**config.mk**
```make
export PLATFORM = sky130hd
export DESIGN_NAME = sdram_init_seq
export DESIGN_NICKNAME = d
export VERILOG_FILES = /design/src/rtl/sdram_init_pkg.sv /design/src/rtl/sdram_mode_word.sv /design/src/rtl/sdram_init_ctrl.sv /design/src/rtl/sdram_cmd_drv.sv /design/src/rtl/sdram_init_seq.sv
export SDC_FILE = /design/constraint.sdc
export NUM_CORES = 1
export LEC_CHECK = 0
export ABC_AREA = 1
export BUFFER_PORTS_ARGS = -buffer_cell sky130_fd_sc_hd__buf_2
export CAP_MARGIN = 25
export CORE_ASPECT_RATIO = 1.25
export CORE_MARGIN = 3
export CORE_UTILIZATION = 55
export CTS_CLUSTER_SIZE = 8
export DETAILED_ROUTE_END_ITERATION = 12
export PLACE_DENSITY = 0.79
export SLEW_MARGIN = 30
export SYNTH_ARGS = -nofsm -noshare
export SYNTH_HDL_FRONTEND = slang
export SYNTH_SLANG_ARGS = --single-unit
```
**constraint.sdc**
```tcl
create_clock -name clk -period 4.8 [get_ports clk]
set_input_delay 0.96 -clock clk [delete_from_list [all_inputs] [get_ports clk]]
set_output_delay 0.96 -clock clk [all_outputs]
set_load 0.02 [all_outputs]
```
**src/rtl/sdram_init_pkg.sv**
```systemverilog
// Shared types and the mode-word legality rule for the init sequencer.
// Assumes a four-bank device with an 11-bit multiplexed address.
package sdram_init_pkg;
    localparam int ADDR_W = 11;
    localparam int BANK_W = 2;
    localparam int MASK_W = 4;

    typedef enum logic [1:0] {
        CMD_IDLE   = 2'd0,
        CMD_PRECH  = 2'd1,
        CMD_REFR   = 2'd2,
        CMD_MODE   = 2'd3
    } cmd_e;

    // Legal: latency 2 or 3; length 1/2/4/8, or full page only when sequential.
    function automatic logic mode_is_legal(input logic [2:0] blen,
                                           input logic       ilv,
                                           input logic [2:0] lat);
        logic lat_ok, len_ok;
        lat_ok = (lat == 3'd2) || (lat == 3'd3);
        len_ok = (blen <= 3'd3) || ((blen == 3'd7) && !ilv);
        return lat_ok && len_ok;
    endfunction
endpackage

```
**src/rtl/sdram_mode_word.sv**
```systemverilog
// Builds the mode-register address word from the configuration inputs and
// flags illegal combinations. Purely combinational; assumes static inputs.
module sdram_mode_word
    import sdram_init_pkg::*;
(
    input  logic [2:0]        burst_len,
    input  logic              interleave,
    input  logic [2:0]        read_lat,
    input  logic              single_wr,
    output logic [ADDR_W-1:0] word,
    output logic              legal
);
    // Pack fields; reserved bit 10 and test bits 8:7 stay zero.
    always_comb begin
        word       = '0;
        word[2:0]  = burst_len;
        word[3]    = interleave;
        word[6:4]  = read_lat;
        word[9]    = single_wr;
        legal      = mode_is_legal(burst_len, interleave, read_lat);
    end
endmodule

```
**src/rtl/sdram_init_ctrl.sv**
```systemverilog
// Step sequencer: counts the settling wait, then walks precharge, refreshes
// and mode load in the order chosen by REF_FIRST, with GAP_CYC idle cycles
// after each. Emits the command to issue on the next edge, plus done/error.
// Assumes WAIT_CYC >= 1, GAP_CYC >= 1, REF_CNT >= 2.
module sdram_init_ctrl
    import sdram_init_pkg::*;
#(
    parameter int WAIT_CYC  = 20000,
    parameter int GAP_CYC   = 2,
    parameter int REF_CNT   = 2,
    parameter bit REF_FIRST = 1'b1
) (
    input  logic clk,
    input  logic rst_n,
    input  logic mode_ok,
    output cmd_e cmd_next,
    output logic done,
    output logic err
);
    localparam int STEPS  = REF_CNT + 2;
    localparam int CNT_MX = (WAIT_CYC > GAP_CYC) ? WAIT_CYC : GAP_CYC;
    localparam int CNT_W  = $clog2(CNT_MX + 1);
    localparam int STEP_W = $clog2(STEPS + 1);
    localparam int MODE_STEP = REF_FIRST ? STEPS - 1 : 1;

    typedef enum logic [1:0] {PH_RUN, PH_DONE, PH_ERR} phase_e;

    phase_e            phase;
    logic [CNT_W-1:0]  rem;
    logic [STEP_W-1:0] step;
    cmd_e              step_cmd;
    logic              fire;

    // Decode which command the current step stands for.
    always_comb begin
        if (step == '0)
            step_cmd = CMD_PRECH;
        else if (step == STEP_W'(MODE_STEP))
            step_cmd = CMD_MODE;
        else
            step_cmd = CMD_REFR;
    end

    assign fire = (phase == PH_RUN) && (rem == '0) && (step != STEP_W'(STEPS));

    // Select the command presented to the pin driver this cycle.
    always_comb begin
        cmd_next = CMD_IDLE;
        if (fire && !((step_cmd == CMD_MODE) && !mode_ok))
            cmd_next = step_cmd;
    end

    // Advance the wait counter, the step index and the terminal flags.
    always_ff @(posedge clk) begin
        if (!rst_n) begin
            phase <= PH_RUN;
            rem   <= CNT_W'(WAIT_CYC - 1);
            step  <= '0;
            done  <= 1'b0;
            err   <= 1'b0;
        end else if (phase == PH_RUN) begin
            if (rem != '0) begin
                rem <= rem - 1'b1;
            end else if (step == STEP_W'(STEPS)) begin
                phase <= PH_DONE;
                done  <= 1'b1;
            end else if ((step_cmd == CMD_MODE) && !mode_ok) begin
                phase <= PH_ERR;
                err   <= 1'b1;
            end else begin
                rem  <= CNT_W'(GAP_CYC);
                step <= step + 1'b1;
            end
        end
    end

    p_done_sticky_r9: assert property (@(posedge clk) disable iff (!rst_n)
        done |=> done);
    p_err_sticky_r7: assert property (@(posedge clk) disable iff (!rst_n)
        err |=> (err && !done));
    p_no_cmd_after_end_r9: assert property (@(posedge clk) disable iff (!rst_n)
        (done || err) |-> (cmd_next == CMD_IDLE));
endmodule

```
**src/rtl/sdram_cmd_drv.sv**
```systemverilog
// Registers the memory command pins from the selected command. Idle cycles
// carry deselect with all strobes high; clock enable and masks stay high.
module sdram_cmd_drv
    import sdram_init_pkg::*;
(
    input  logic              clk,
    input  logic              rst_n,
    input  cmd_e              cmd,
    input  logic [ADDR_W-1:0] mode_word,
    output logic              sel_n,
    output logic              row_n,
    output logic              col_n,
    output logic              wr_n,
    output logic              clk_en,
    output logic [MASK_W-1:0] mask,
    output logic [BANK_W-1:0] bank,
    output logic [ADDR_W-1:0] addr
);
    localparam logic [ADDR_W-1:0] ALL_BANKS = ADDR_W'(1) << 10;

    // Encode the command into registered pin levels.
    always_ff @(posedge clk) begin
        clk_en <= 1'b1;
        mask   <= '1;
        bank   <= '0;
        if (!rst_n) begin
            {sel_n, row_n, col_n, wr_n} <= 4'b1111;
            addr <= '0;
        end else begin
            case (cmd)
                CMD_PRECH: begin {sel_n, row_n, col_n, wr_n} <= 4'b0010; addr <= ALL_BANKS; end
                CMD_REFR:  begin {sel_n, row_n, col_n, wr_n} <= 4'b0001; addr <= '0;        end
                CMD_MODE:  begin {sel_n, row_n, col_n, wr_n} <= 4'b0000; addr <= mode_word; end
                default:   begin {sel_n, row_n, col_n, wr_n} <= 4'b1111; addr <= '0;        end
            endcase
        end
    end

    p_pins_awake_r1: assert property (@(posedge clk) disable iff (!rst_n)
        clk_en && (&mask));
    p_prech_all_r3: assert property (@(posedge clk) disable iff (!rst_n)
        (!sel_n && !row_n && col_n && !wr_n) |-> (addr == ALL_BANKS));
    p_mode_reserved_r6: assert property (@(posedge clk) disable iff (!rst_n)
        (!sel_n && !row_n && !col_n && !wr_n) |-> (bank == '0 && !addr[10] && addr[8:7] == 2'b00));
    p_cmd_spacing_r8: assert property (@(posedge clk) disable iff (!rst_n)
        !sel_n |=> sel_n);
    p_idle_quiet_r10: assert property (@(posedge clk) disable iff (!rst_n)
        sel_n |-> (row_n && col_n && wr_n && addr == '0));
endmodule

```
**src/rtl/sdram_init_seq.sv**
```systemverilog
// Top of the power-up initialization sequencer. Derives the settling wait
// from clock frequency and wait time, builds and checks the mode word, and
// drives the command pins until done or error. Config inputs must be stable
// from reset release until the sequence ends.
module sdram_init_seq
    import sdram_init_pkg::*;
#(
    parameter int CLK_MHZ   = 100,
    parameter int WAIT_US   = 200,
    parameter int REF_CNT   = 2,
    parameter bit REF_FIRST = 1'b1,
    parameter int GAP_CYC   = 2
) (
    input  logic        clk,
    input  logic        rst_n,
    input  logic [2:0]  cfg_burst_len,
    input  logic        cfg_interleave,
    input  logic [2:0]  cfg_read_lat,
    input  logic        cfg_single_wr,
    output logic        cmd_sel_n,
    output logic        cmd_row_n,
    output logic        cmd_col_n,
    output logic        cmd_wr_n,
    output logic        clk_en,
    output logic [3:0]  data_mask,
    output logic [1:0]  bank_addr,
    output logic [10:0] mem_addr,
    output logic        init_done,
    output logic        cfg_err
);
    localparam int WAIT_CYC = CLK_MHZ * WAIT_US;

    logic [ADDR_W-1:0] mode_word;
    logic              mode_ok;
    cmd_e              cmd_next;

    sdram_mode_word u_word (
        .burst_len (cfg_burst_len),
        .interleave(cfg_interleave),
        .read_lat  (cfg_read_lat),
        .single_wr (cfg_single_wr),
        .word      (mode_word),
        .legal     (mode_ok)
    );

    sdram_init_ctrl #(
        .WAIT_CYC (WAIT_CYC),
        .GAP_CYC  (GAP_CYC),
        .REF_CNT  (REF_CNT),
        .REF_FIRST(REF_FIRST)
    ) u_ctrl (
        .clk     (clk),
        .rst_n   (rst_n),
        .mode_ok (mode_ok),
        .cmd_next(cmd_next),
        .done    (init_done),
        .err     (cfg_err)
    );

    sdram_cmd_drv u_drv (
        .clk      (clk),
        .rst_n    (rst_n),
        .cmd      (cmd_next),
        .mode_word(mode_word),
        .sel_n    (cmd_sel_n),
        .row_n    (cmd_row_n),
        .col_n    (cmd_col_n),
        .wr_n     (cmd_wr_n),
        .clk_en   (clk_en),
        .mask     (data_mask),
        .bank     (bank_addr),
        .addr     (mem_addr)
    );

    p_err_blocks_mode_r7: assert property (@(posedge clk) disable iff (!rst_n)
        cfg_err |-> cmd_sel_n);
    p_done_idle_r9: assert property (@(posedge clk) disable iff (!rst_n)
        init_done |-> (cmd_sel_n && !cfg_err));
endmodule

```
# Yosys cells after proc, flatten, opt, wreduce, memory -nomap -nowiden
# Index checks and enable logic that the tools add are counted.
[totals] in_bits=10 regBits=36 word_cells=63 out_inout_bits=24
[classes] magnitude_cmp=1 n_mux=12 n_eq_ne=12 addsub=2 n_bitwise=3 reduce_logical=24
[op_table] op="$mux W15" n=3
[op_table] op="$pmux W11 S2" n=1
[op_table] op="$logic_not A15 Y1" n=1
[op_table] op="$reduce_bool A15 Y1" n=1
[op_table] op="$sub A15 B1 Y15 const B" n=1
[op_table] op="$eq A3 B2 Y1 const B" n=3
[op_table] op="$reduce_and A3 Y1" n=3
[op_table] op="$mux W2" n=4
[op_table] op="$reduce_and A4 Y1" n=2
[op_table] op="$eq A2 B2 Y1 const B" n=3
[op_table] op="$eq A3 B3 Y1 const B" n=2
[op_table] op="$logic_and A1 B1 Y1" n=6
[op_table] op="$mux W1" n=4
[op_table] op="$reduce_or A2 Y1" n=2
[op_table] op="$add A3 B1 Y3 const B" n=1
[op_table] op="$le A3 B2 Y1 const B" n=1
[op_table] op="$logic_not A1 Y1" n=3
[op_table] op="$logic_not A3 Y1" n=1
[op_table] op="$ne A3 B3 Y1 const B" n=1
[op_table] op="$not A1 Y1" n=3
[op_table] op="$reduce_or A3 Y1" n=1
[op_table] op="$eq A2 B1 Y1 const B" n=1
[op_table] op="$logic_not A2 Y1" n=1
[op_table] op="$logic_or A1 B1 Y1" n=2
[op_table] op="other kinds (3)" n=3

# Longest topological paths before layout
# Gate-level depths: netlist of run 1.
[depth] word_depth=12 depth_mapped=11 depth_no_buf=11

# Hierarchy
# Synthesis of run 1 repeated with hierarchy kept, for this count alone.
[unflattened] hier_cells=280 hier_area_um2=2004.4
[by_module_without_submodules] module="sdram_init_ctrl" n_inst=1 seq_area_each_um2=440.4 cells_per_inst=212 area_each_um2=1420.1
[by_module_without_submodules] module="sdram_cmd_drv" n_inst=1 seq_area_each_um2=280.3 cells_per_inst=51 area_each_um2=467.9
[by_module_without_submodules] module="sdram_mode_word" n_inst=1 seq_area_each_um2=0.0 cells_per_inst=17 area_each_um2=116.4

# Least setup slack after synthesis of run 1
# OpenSTA, ideal clock, no wires.
[synth_path] path_kind="input to register" startpoint="input port cfg_burst_len[0]" endpoint="register u_ctrl.rem[5]" required_time_ns=4.730 n_path_buf=1 stages=9 path_slack_ns=2.976 arrival_ns=1.755 setup_time_ns=0.070 cell_sequence="nand2_1 -> o21ai_1 -> nand2_1 -> nand2_4 -> nand2_4 -> nand2_4 -> buf_6 -> nand2_1 -> a21oi_1"
[synth_via] elab_chain_cells=8 word_cells_on_any_way=9 classes_between="order compare: 1; eq/ne: 2; reduce/logical: 6"
[synth_rtl] element="start, declared" line_no="sdram_init_seq.sv:16" source="input logic [2:0] cfg_burst_len,"
[synth_rtl] element="parallel branches: the longest is 2 deep, another holds $le A3 B2 Y1"
[synth_rtl] element="$logic_or A1 B1 Y1 (*)" line_no="sdram_init_pkg.sv:21" source="len_ok = (blen <= 3'd3) || ((blen == 3'd7) && !ilv);"
[synth_rtl] element="$logic_and A1 B1 Y1 (*)" line_no="sdram_init_pkg.sv:22" source="return lat_ok && len_ok;"
[synth_rtl] element="$logic_not A1 Y1 (*)" line_no="sdram_init_ctrl.sv:67" source="end else if ((step_cmd == CMD_MODE) && !mode_ok) begin"
[synth_rtl] element="$logic_and A1 B1 Y1 (*)" line_no="sdram_init_ctrl.sv:67"
[synth_rtl] element="$ne A2 B2 Y1 (no line) (*)"
[synth_rtl] element="$reduce_and A3 Y1 (no line) (*)"
[synth_rtl] element="end signal, assigned" line_no="sdram_init_ctrl.sv:57" source="rem <= CNT_W'(WAIT_CYC - 1);"
[synth_rtl] element="end signal, assigned" line_no="sdram_init_ctrl.sv:63" source="rem <= rem - 1'b1;"
[synth_rtl] element="end signal, assigned" line_no="sdram_init_ctrl.sv:71" source="rem <= CNT_W'(GAP_CYC);"
[synth_rtl] element="end, declared" line_no="sdram_init_ctrl.sv:29" source="logic [CNT_W-1:0] rem;"
# Mark *: on every way between the ends.
# A chain may end at the register's enable or synchronous reset.

# Worst setup path after layout of run 1
[layout_path] startpoint="input port cfg_burst_len[1]" endpoint="register u_ctrl.rem[2]"
# Same word-level chain as after synthesis.

==> impl_metrics.json, run 1 <==
{
  "p_int_mw": 0.4457,
  "hold_viol": 0,
  "antenna_found_initial": 0,
  "cts_tree": "yes",
  "ys_seq_area_share_pct": 36.10,
  "dieArea_um2": 4171,
  "final_nets": 292,
  "clk_pin_slew_ps": 70,
  "fp.dieH_um": 71.47,
  "powerDensity_nw_per_um2": 272.2,
  "drt-pass1-iter-count": 4,
  "ir_drop_mv": 0.3338,
  "p_sw_share_pct": 21.68,
  "p_switching_mw": 0.1234,
  "clkSinkCount": 34,
  "synth_top_cell_area_share_pct": 36.10,
  "setup_violations": 0,
  "finClkSkew_ps": 5.500,
  "die_x_um": 58.37,
  "multi_input_area_um2": 1011,
  "post_cts_resize_count": 0,
  "cp-end-kind": "register",
  "crit_type": "in -> reg",
  "vias_per_cell": 5.022,
  "nFillCells": 281,
  "pre_cts_slack_ps": 2703,
  "htree_levels": 2,
  "start_kind": "input pin",
  "min_path_cells": 2,
  "regArea_um2": 680.7,
  "synth.top_cells.by_count": "nand2_1 (56), dfxtp_1 (34), nor2_1 (27)",
  "clockBufferDepth": 2,
  "async_flop_share_pct": 0,
  "period_minus_slack_ps": 1811,
  "drtIter0Drc": 45,
  "root_buffer": "clkbuf_8",
  "yosysMostFrequentCell": "nand2_1",
  "reg2reg_depth": 10,
  "ys_seq_elements": 34,
  "clockPowerShare_pct": 45.4,
  "status": "complete, no violations",
  "combPwrFrac_pct": 4.2,
  "grt-ovfl-total": 0,
  "setup_tns_ps": 0,
  "report.final.slew_viol_count": 0,
  "initial_core_util_pct": 57.98,
  "min_period_over_period_pct": 37.73,
  "cp.arrival_ps": 1980,
  "drive_gt1_share_pct": 25.81,
  "place.gp.congestion": 0.8670,
  "vias": 1587,
  "netlist_top_cells_area": "dfxtp_1 (36%), nand2_1 (11%), nand3_1 (5.8%)",
  "drtAntennaViolNets": 0,
  "syn_area_um2": 1886,
  "port_buffers": 24,
  "placed_area_um2": 1977,
  "grt_pass1_wl_um": 6196,
  "area_growth_pct": 10.88,
  "wl_per_cell_um": 11.40,
  "syn_area_per_cell_um2": 7.453,
  "wl_um": 3602,
  "cellLeakagePower_nw": 1.026,
  "synth_enable_flop_cells": 0,
  "fmax_mhz": 552.1,
  "post-dp-hpwl_um": 2664,
  "pwr-share-seq_pct": 50.4,
  "io_pins": 34,
  "rows": 23,
  "grt_max_degree": 17,
  "drc": 0,
  "holdCritPathClass": "reg -> reg",
  "cap_violations": 0,
  "diodes": 0,
  "synthFlopType": "dfxtp_1",
  "final_area_um2": 2091,
  "cts_inserted_buffers": 5,
  "yosys_warnings": 0,
  "grt_pass1_vias": 1506,
  "synth_cells": 253,
  "yosysTopAreaCell": "dfxtp_1",
  "holdBufCountCts": 0,
  "setup_ws_ps": 2989,
  "required_ps": 4970,
  "rsz0062_at_grt": "false",
  "cp_max_fo": 16,
  "ys_types": 30,
  "grt_use_total_pct": 19.13,
  "clock_latency_ps": 290,
  "core_um2": 3252,
  "post-cts-setup-buffers": 0
}
[kinds of logic (layout without fill, tap and decap cells)]
logic type | after synthesis | count (layout) | share of synthesized area, %
buffers and inverters | 45 | 63 | 11.88
flip-flops | 34 | 34 | 36.10
other | 2 | 10 | 0.3983
adder cells (fa/ha/maj) | 4 | 4 | 2.654
AND/OR/NAND/NOR | 145 | 145 | 41.41
AO/OA/AOI/OAI | 17 | 17 | 4.778
XOR/XNOR | 6 | 6 | 2.788
[state kept, by name, summed over array words and instances, names as in the netlist]
register      cells
u_drv.wr_n        1
u_drv.addr        9
u_ctrl.err        1
u_drv.sel_n       1
u_ctrl.phase      2
u_ctrl.step       3
u_ctrl.rem       15
u_drv.col_n       1
u_ctrl.done       1
[worst paths after layout]
| check | from | to | slack [ps] |
|---|---|---|---|
| setup / recovery | cfg_burst_len[1] | u_ctrl.rem[2] | 2990 |
| hold / removal | u_ctrl.err | u_ctrl.err | 450 |
| setup reg to reg | u_ctrl.step[0] | u_ctrl.rem[2] | 3070 |
| hold reg to reg | u_ctrl.err | u_ctrl.err | 450 |
[power by group through the flow]
stage / Clock, mW / Sequential [mW] / Combinational [mW]
final: 0.259 / 0.287 / 0.0237
after global routing: 0.279 / 0.287 / 0.0264
after CTS: 0.267 / 0.287 / 0.0236
after detailed placement: 0 / 0.293 / 0.0235
after global placement: 0 / 0.293 / 0.0230
after floorplan: 0 / 0.293 / 0.0219
[metrics by stage]
step / hold slack (ps) / cells / util, % / power (mW)
finish: 451.1 / 316 / 64.29 / 0.5691
global route: 484.4 / 316 / 64.29 / 0.5926
CTS: 453.9 / 316 / 64.29 / 0.5775
detailed placement: 442.0 / 308 / 60.79 / 0.3167
global placement: 435.9 / 308 / 60.79 / 0.3161
floorplan: 444.6 / 261 / - / 0.3152
[area by class of cell]
type                    instances  area share, %
multi-input cells             182          48.35
clock inverters                 3          2.154
flip-flops and latches         34          32.56
inverters                      31          5.685
repair buffers                 24          5.745
well taps                      37          2.214
clock buffers                   5          3.291
[routing by layer]
layer / vias to the layer above / part of all wire, % / GRT usage [%]
met4: 0 / 2.0 / 10.57
met5: - / 0 / 0
met3: 6 / 4.2 / 5.225
met1: 727 / 40 / 20.84
met2: 32 / 54 / 32.80
li1: 822 / - / -
[critical path: stages]
cell and delay [ps]:
buf_2 90, nand2_1 40, o21ai_1 120, nand2_1 100, nand2_4 140, nand2_4 100
nand2_4 180, inv_2 100, nand2_1 70, nand3_1 70
[cells in the final DEF, fill, tap and decap left out, types with 5 or more instances in the layout]
master	synthesis	layout
buf_2	0	24
nand3_1	22	22
nor2_1	27	27
conb_1	2	10
clkbuf_8	0	5
nor2_4	7	7
inv_2	6	6
dfxtp_1	34	34
nand2_1	56	56
inv_1	24	24
nor2_2	12	12
nand2_4	5	5
a21oi_1	13	13
Power figures use the tool's default switching activity.
==> inputs of run 2 (changes only) <==
==> constraint.sdc (replaced) <==
create_clock -name clk -period 1.9 [get_ports clk]
set_input_delay 0.38 -clock clk [delete_from_list [all_inputs] [get_ports clk]]
set_output_delay 0.38 -clock clk [all_outputs]
set_load 0.02 [all_outputs]
==> run 2 against run 1 <==
Clock power grew to 2.5 times the previous value. Register-to-register slack lost 2900 ps. Die area is the same. Non-clock buffer count grew 1. Clock-buffer cell count is the same. Combinational power grew to 2.6 times the previous value.
==> impl_metrics.json, run 2 (synthesis gave the netlist of run 1 again) <==
{
  "status": "complete, no violations",
  "io_pins": 34,
  "period_minus_slack_ps": 1696,
  "r2r-end": "u_ctrl.rem[10]",
  "rsz0062_at_grt": "false",
  "cp-endpoint": "u_ctrl.rem[10]",
  "reg2reg_depth": 10,
  "clock_latency_ps": 290,
  "drt-pass1-iter-count": 4,
  "finalPower_mw": 1.442,
  "cts_inserted_buffers": 5,
  "fp.dieH_um": 71.47,
  "vias_per_cell": 4.953,
  "root_buffer": "clkbuf_8",
  "cp.arrival_ps": 1870,
  "cts_tree": "yes",
  "reg2reg_from": "u_ctrl.step[0]",
  "area_growth_pct": 11.28,
  "final_nets": 293,
  "setup_violations": 0,
  "drtAntennaViolNets": 0,
  "cellLeakagePower_nw": 1.031,
  "setup_tns_ps": 0,
  "top_register": "u_ctrl.rem",
  "initial_core_util_pct": 57.98,
  "post-dp-hpwl_um": 2800,
  "post-cts-setup-buffers": 0,
  "rows": 23,
  "grt_use_total_pct": 18.97,
  "cap_violations": 0,
  "report.final.slew_viol_count": 0,
  "post_cts_resize_count": 0,
  "grt-ovfl-total": 0,
  "grt_max_degree": 17,
  "hold_viol": 0,
  "dieArea_um2": 4171,
  "largest_register_ffs": 15,
  "place.gp.congestion": 0.8704,
  "final_common_cell": "nand2_1",
  "ir_drop_mv": 0.7211,
  "vias": 1570,
  "cp-end-kind": "register",
  "clockBufferDepth": 2,
  "holdBufCountCts": 0,
  "finClkSkew_ps": 6.999,
  "layout_common_cells": "nand2_1 (56), dfxtp_1 (34), nor2_1 (27)",
  "crit_type": "reg -> reg",
  "cp_max_fo": 16,
  "start_kind": "register",
  "drc": 0,
  "min_period_over_period_pct": 89.26,
  "core_um2": 3252,
  "required_ps": 2070,
  "crit_start": "u_ctrl.step[0]",
  "placed_cells": 309,
  "fmax_mhz": 589.6,
  "diodes": 0,
  "wl_per_cell_um": 11.44,
  "wl_um": 3626,
  "grt_pass1_vias": 1504,
  "top_regs": "u_ctrl.rem x15, u_drv.addr x9, u_ctrl.step x3",
  "multi_input_area_um2": 1011,
  "regArea_um2": 680.7,
  "nFillCells": 297,
  "drtIter0Drc": 33,
  "clkSinkCount": 34,
  "fin_util_pct": 64.52,
  "grt_pass1_wl_um": 6078,
  "drive_gt1_share_pct": 26.07,
  "powerDensity_nw_per_um2": 687.4,
  "reg2reg_setup_slack_ps": 200,
  "port_buffers": 24,
  "holdCritPathClass": "in -> reg",
  "clk_pin_slew_ps": 70,
  "worstHoldStart": "cfg_single_wr",
  "antenna_found_initial": 0,
  "final_cell_count_no_fill": 317,
  "die_x_um": 58.37,
  "htree_levels": 2
}
==> run 2: through the flow <==
step	setup slack [ps]	cell area (µm²)	hold slack, ps
6_report	204.0	2098	323.9
5_1_grt	76.34	2098	313.6
4_1_cts	184.6	2098	320.0
3_5_place_dp	191.3	1984	439.8
3_3_place_gp	267.1	1984	434.9
2_1_floorplan	371.0	1916	444.6
==> run 2: worst min-delay path by stage <==
stage | to | slack [ps] | depth (start not counted)
2_1_floorplan | u_ctrl.rem[14] | 440 | 2
3_3_place_gp | u_ctrl.err | 430 | 2
3_5_place_dp | u_ctrl.err | 440 | 2
4_1_cts | u_drv.addr[9] | 320 | 3
5_1_grt | u_drv.addr[4] | 310 | 3
6_report | u_drv.addr[9] | 320 | 3
==> run 2: area by class of cell <==
type | count | area share (%)
Clock inverter | 3 | 2.147
Inverter | 31 | 5.665
Clock buffer | 5 | 3.280
Tap cell | 37 | 2.206
Sequential cell | 34 | 32.44
Timing Repair Buffer | 25 | 6.082
Multi-Input combinational cell | 182 | 48.18
==> run 2: worst max-delay path: stages (launching register included) <==
cell and delay (ps):
dfxtp_1 320, ha_1 200, ha_1 190, inv_1 140
nor2_8 80, nand2_4 140, nand2_4 100, nand2_4 180
inv_2 100, nand2_1 70, nand3_1 70
==> run 2: power by group <==
group / leakage, nW / total (mW) / switching, mW / internal (mW)
clock network: 0.0504 / 0.656 / 0.266 / 0.390
registers: 0.275 / 0.725 / 0.00579 / 0.719
logic: 0.705 / 0.0614 / 0.0429 / 0.0185
==> run 2: per-layer routing <==
layer	global-route usage (%)	vias to the layer above	wire [µm]
li1	-	821	-
met1	18.65	706	1389
met2	33.54	32	1990
met3	5.405	11	126
met4	12.63	0	121
met5	0	-	0
==> inputs of run 3 (changes only) <==
--- a/config.mk
+++ b/config.mk
@@ -10,10 +10,9 @@
 export CAP_MARGIN = 25
 export CORE_ASPECT_RATIO = 1.25
 export CORE_MARGIN = 3
-export CORE_UTILIZATION = 55
+export CORE_UTILIZATION = 35
 export CTS_CLUSTER_SIZE = 8
 export DETAILED_ROUTE_END_ITERATION = 12
-export PLACE_DENSITY = 0.79
 export SLEW_MARGIN = 30
 export SYNTH_ARGS = -nofsm -noshare
 export SYNTH_HDL_FRONTEND = slang
==> run 3 against run 2 <==
First-iteration DRC count rose by 120%. Non-clock buffer count did not move. Design area rose by 1.4%. Sequential cell count did not move. Worst setup slack got worse by 27 ps. Highest routed layer unchanged. Global-route usage fell by 5.7 points. Critical endpoint is now u_ctrl.rem[2]. Clock-buffer cell count rose by 1. Clock skew fell by 0.60 ps. Critical path depth did not move. Die area rose by 51%. Power rose by 1.7%.
==> impl_metrics.json, run 3 (synthesis gave the netlist of run 1 again) <==
{
  "vias": 1571,
  "setup_ws_ps": 176.5,
  "post-cts-setup-buffers": 0,
  "multi_input_area_um2": 1011,
  "nFillCells": 544,
  "required_ps": 2080,
  "placed_area_um2": 2016,
  "pre_cts_slack_ps": 170.4,
  "fmax_mhz": 580.2,
  "post_cts_resize_count": 0,
  "cellLeakagePower_nw": 1.038,
  "p_switching_mw": 0.3102,
  "drtIter0Drc": 72,
  "status": "complete, no violations",
  "holdBufCountCts": 0,
  "core_um2": 5152,
  "powerDensity_nw_per_um2": 689.5,
  "final_common_cell": "nand2_1",
  "reg2reg_depth": 10,
  "vias_per_cell": 4.607,
  "regArea_um2": 680.7,
  "grt_pass1_vias": 1510,
  "setup_tns_ps": 0,
  "cp_cell_sequence": "ha_1, ha_1, inv_1, nor2_8, nand2_4, nand2_4, nand2_4, inv_2, nand2_1, nand3_1",
  "clkSinkCount": 34,
  "holdCritPathClass": "in -> reg",
  "htree_levels": 2,
  "start_kind": "register",
  "final_nets": 293,
  "cts_tree": "yes",
  "layout_common_cells": "nand2_1 (56), dfxtp_1 (34), nor2_1 (27)",
  "root_buffer": "clkbuf_8",
  "cp-end-kind": "register",
  "top_register": "u_ctrl.rem",
  "slowest_stage": "dfxtp_1",
  "diodes": 0,
  "antenna_found_initial": 0,
  "p_int_mw": 1.157,
  "final_area_um2": 2128,
  "crit_start": "u_ctrl.step[0]",
  "drtAntennaViolNets": 0,
  "drive_gt1_share_pct": 25.81,
  "largest_register_ffs": 15,
  "rows": 29,
  "cts_inserted_buffers": 5,
  "pwr-share-seq_pct": 49.4,
  "cap_violations": 0,
  "reg2reg_from": "u_ctrl.step[0]",
  "p_sw_share_pct": 21.14,
  "reg2reg_setup_slack_ps": 180,
  "dieArea_um2": 6310,
  "top_regs": "u_ctrl.rem x15, u_drv.addr x9, u_ctrl.step x3",
  "rsz0062_at_grt": "false",
  "report.final.slew_viol_count": 0,
  "clockPowerShare_pct": 46.5,
  "fp.dieH_um": 88.06,
  "area_growth_pct": 12.87,
  "initial_core_util_pct": 36.60,
  "r2r-end": "u_ctrl.rem[2]",
  "grt_max_degree": 17,
  "whs_endpoint": "u_drv.addr[9]",
  "min_path_cells": 3,
  "slowest_delay_ps": 330,
  "period_minus_slack_ps": 1723,
  "port_buffers": 24,
  "place.gp.congestion": 0.8616,
  "drc": 0,
  "grt_use_total_pct": 13.32,
  "setup_violations": 0,
  "combPwrFrac_pct": 4.1,
  "ir_drop_mv": 0.3727,
  "drt-pass1-iter-count": 4,
  "cp.arrival_ps": 1900,
  "clockBufferDepth": 2,
  "wl_um": 3759,
  "wl_per_cell_um": 11.02,
  "die_x_um": 71.65,
  "min_period_over_period_pct": 90.71,
  "crit_type": "reg -> reg",
  "grt-ovfl-total": 0,
  "finClkSkew_ps": 6.399,
  "post-dp-hpwl_um": 2830,
  "crit_top_cell": "nand2_4",
  "clock_latency_ps": 290,
  "clk_pin_slew_ps": 70,
  "worstHoldStart": "cfg_single_wr",
  "cp_max_fo": 16,
  "io_pins": 34,
  "grt_pass1_wl_um": 6624,
  "hold_viol": 0
}
-- run 3: worst max path at each step --
stage,cells past startpoint,endpoint
2_1_floorplan,11,u_ctrl.rem[11]
3_3_place_gp,10,u_ctrl.rem[10]
3_5_place_dp,10,u_ctrl.rem[2]
4_1_cts,10,u_ctrl.rem[2]
5_1_grt,10,u_ctrl.rem[2]
6_report,10,u_ctrl.rem[2]
-- run 3: worst max-delay path: cells and delay by family, from the launching register on --
family	cells	cell delay, ps
fa+ha+maj	2	390
simple gates	6	650
flops	1	330
buf+inv	2	240
-- run 3: power groups by stage --
stage                     Clock, mW  Sequential (mW)  Combinational (mW)
after global routing          0.732            0.725              0.0685
after CTS                     0.704            0.724              0.0615
final                         0.683            0.724              0.0604
after global placement            0            0.741              0.0612
after floorplan                   0            0.741              0.0552
after detailed placement          0            0.741              0.0615
-- run 3: stage by stage --
step | util [%] | power (mW) | instances | hold slack [ps]
after floorplan | - | 0.7963 | 261 | 444.6
after global routing | 41.31 | 1.526 | 341 | 326.1
after global placement | 39.12 | 0.8017 | 334 | 443.0
after CTS | 41.31 | 1.490 | 341 | 324.8
after detailed placement | 39.12 | 0.8020 | 334 | 445.5
final | 41.31 | 1.467 | 341 | 330.8
-- run 3: area by class of cell --
cell class / instances / share of cell area [%]
multi-input combinational: 182 / 47.50
sequential: 34 / 31.98
timing repair buffer: 25 / 5.996
inverter: 31 / 5.585
clock buffer: 6 / 3.880
tap: 62 / 3.645
clock inverter: 1 / 1.411
-- run 3: metal layers --
layer / track usage (%) / wire length [µm] / up-vias
li1: - / - / 820
met1: 14.56 / 1573 / 711
met2: 23.33 / 1920 / 28
met3: 3.215 / 141 / 12
met4: 7.692 / 123 / 0
met5: 0 / 0 / -
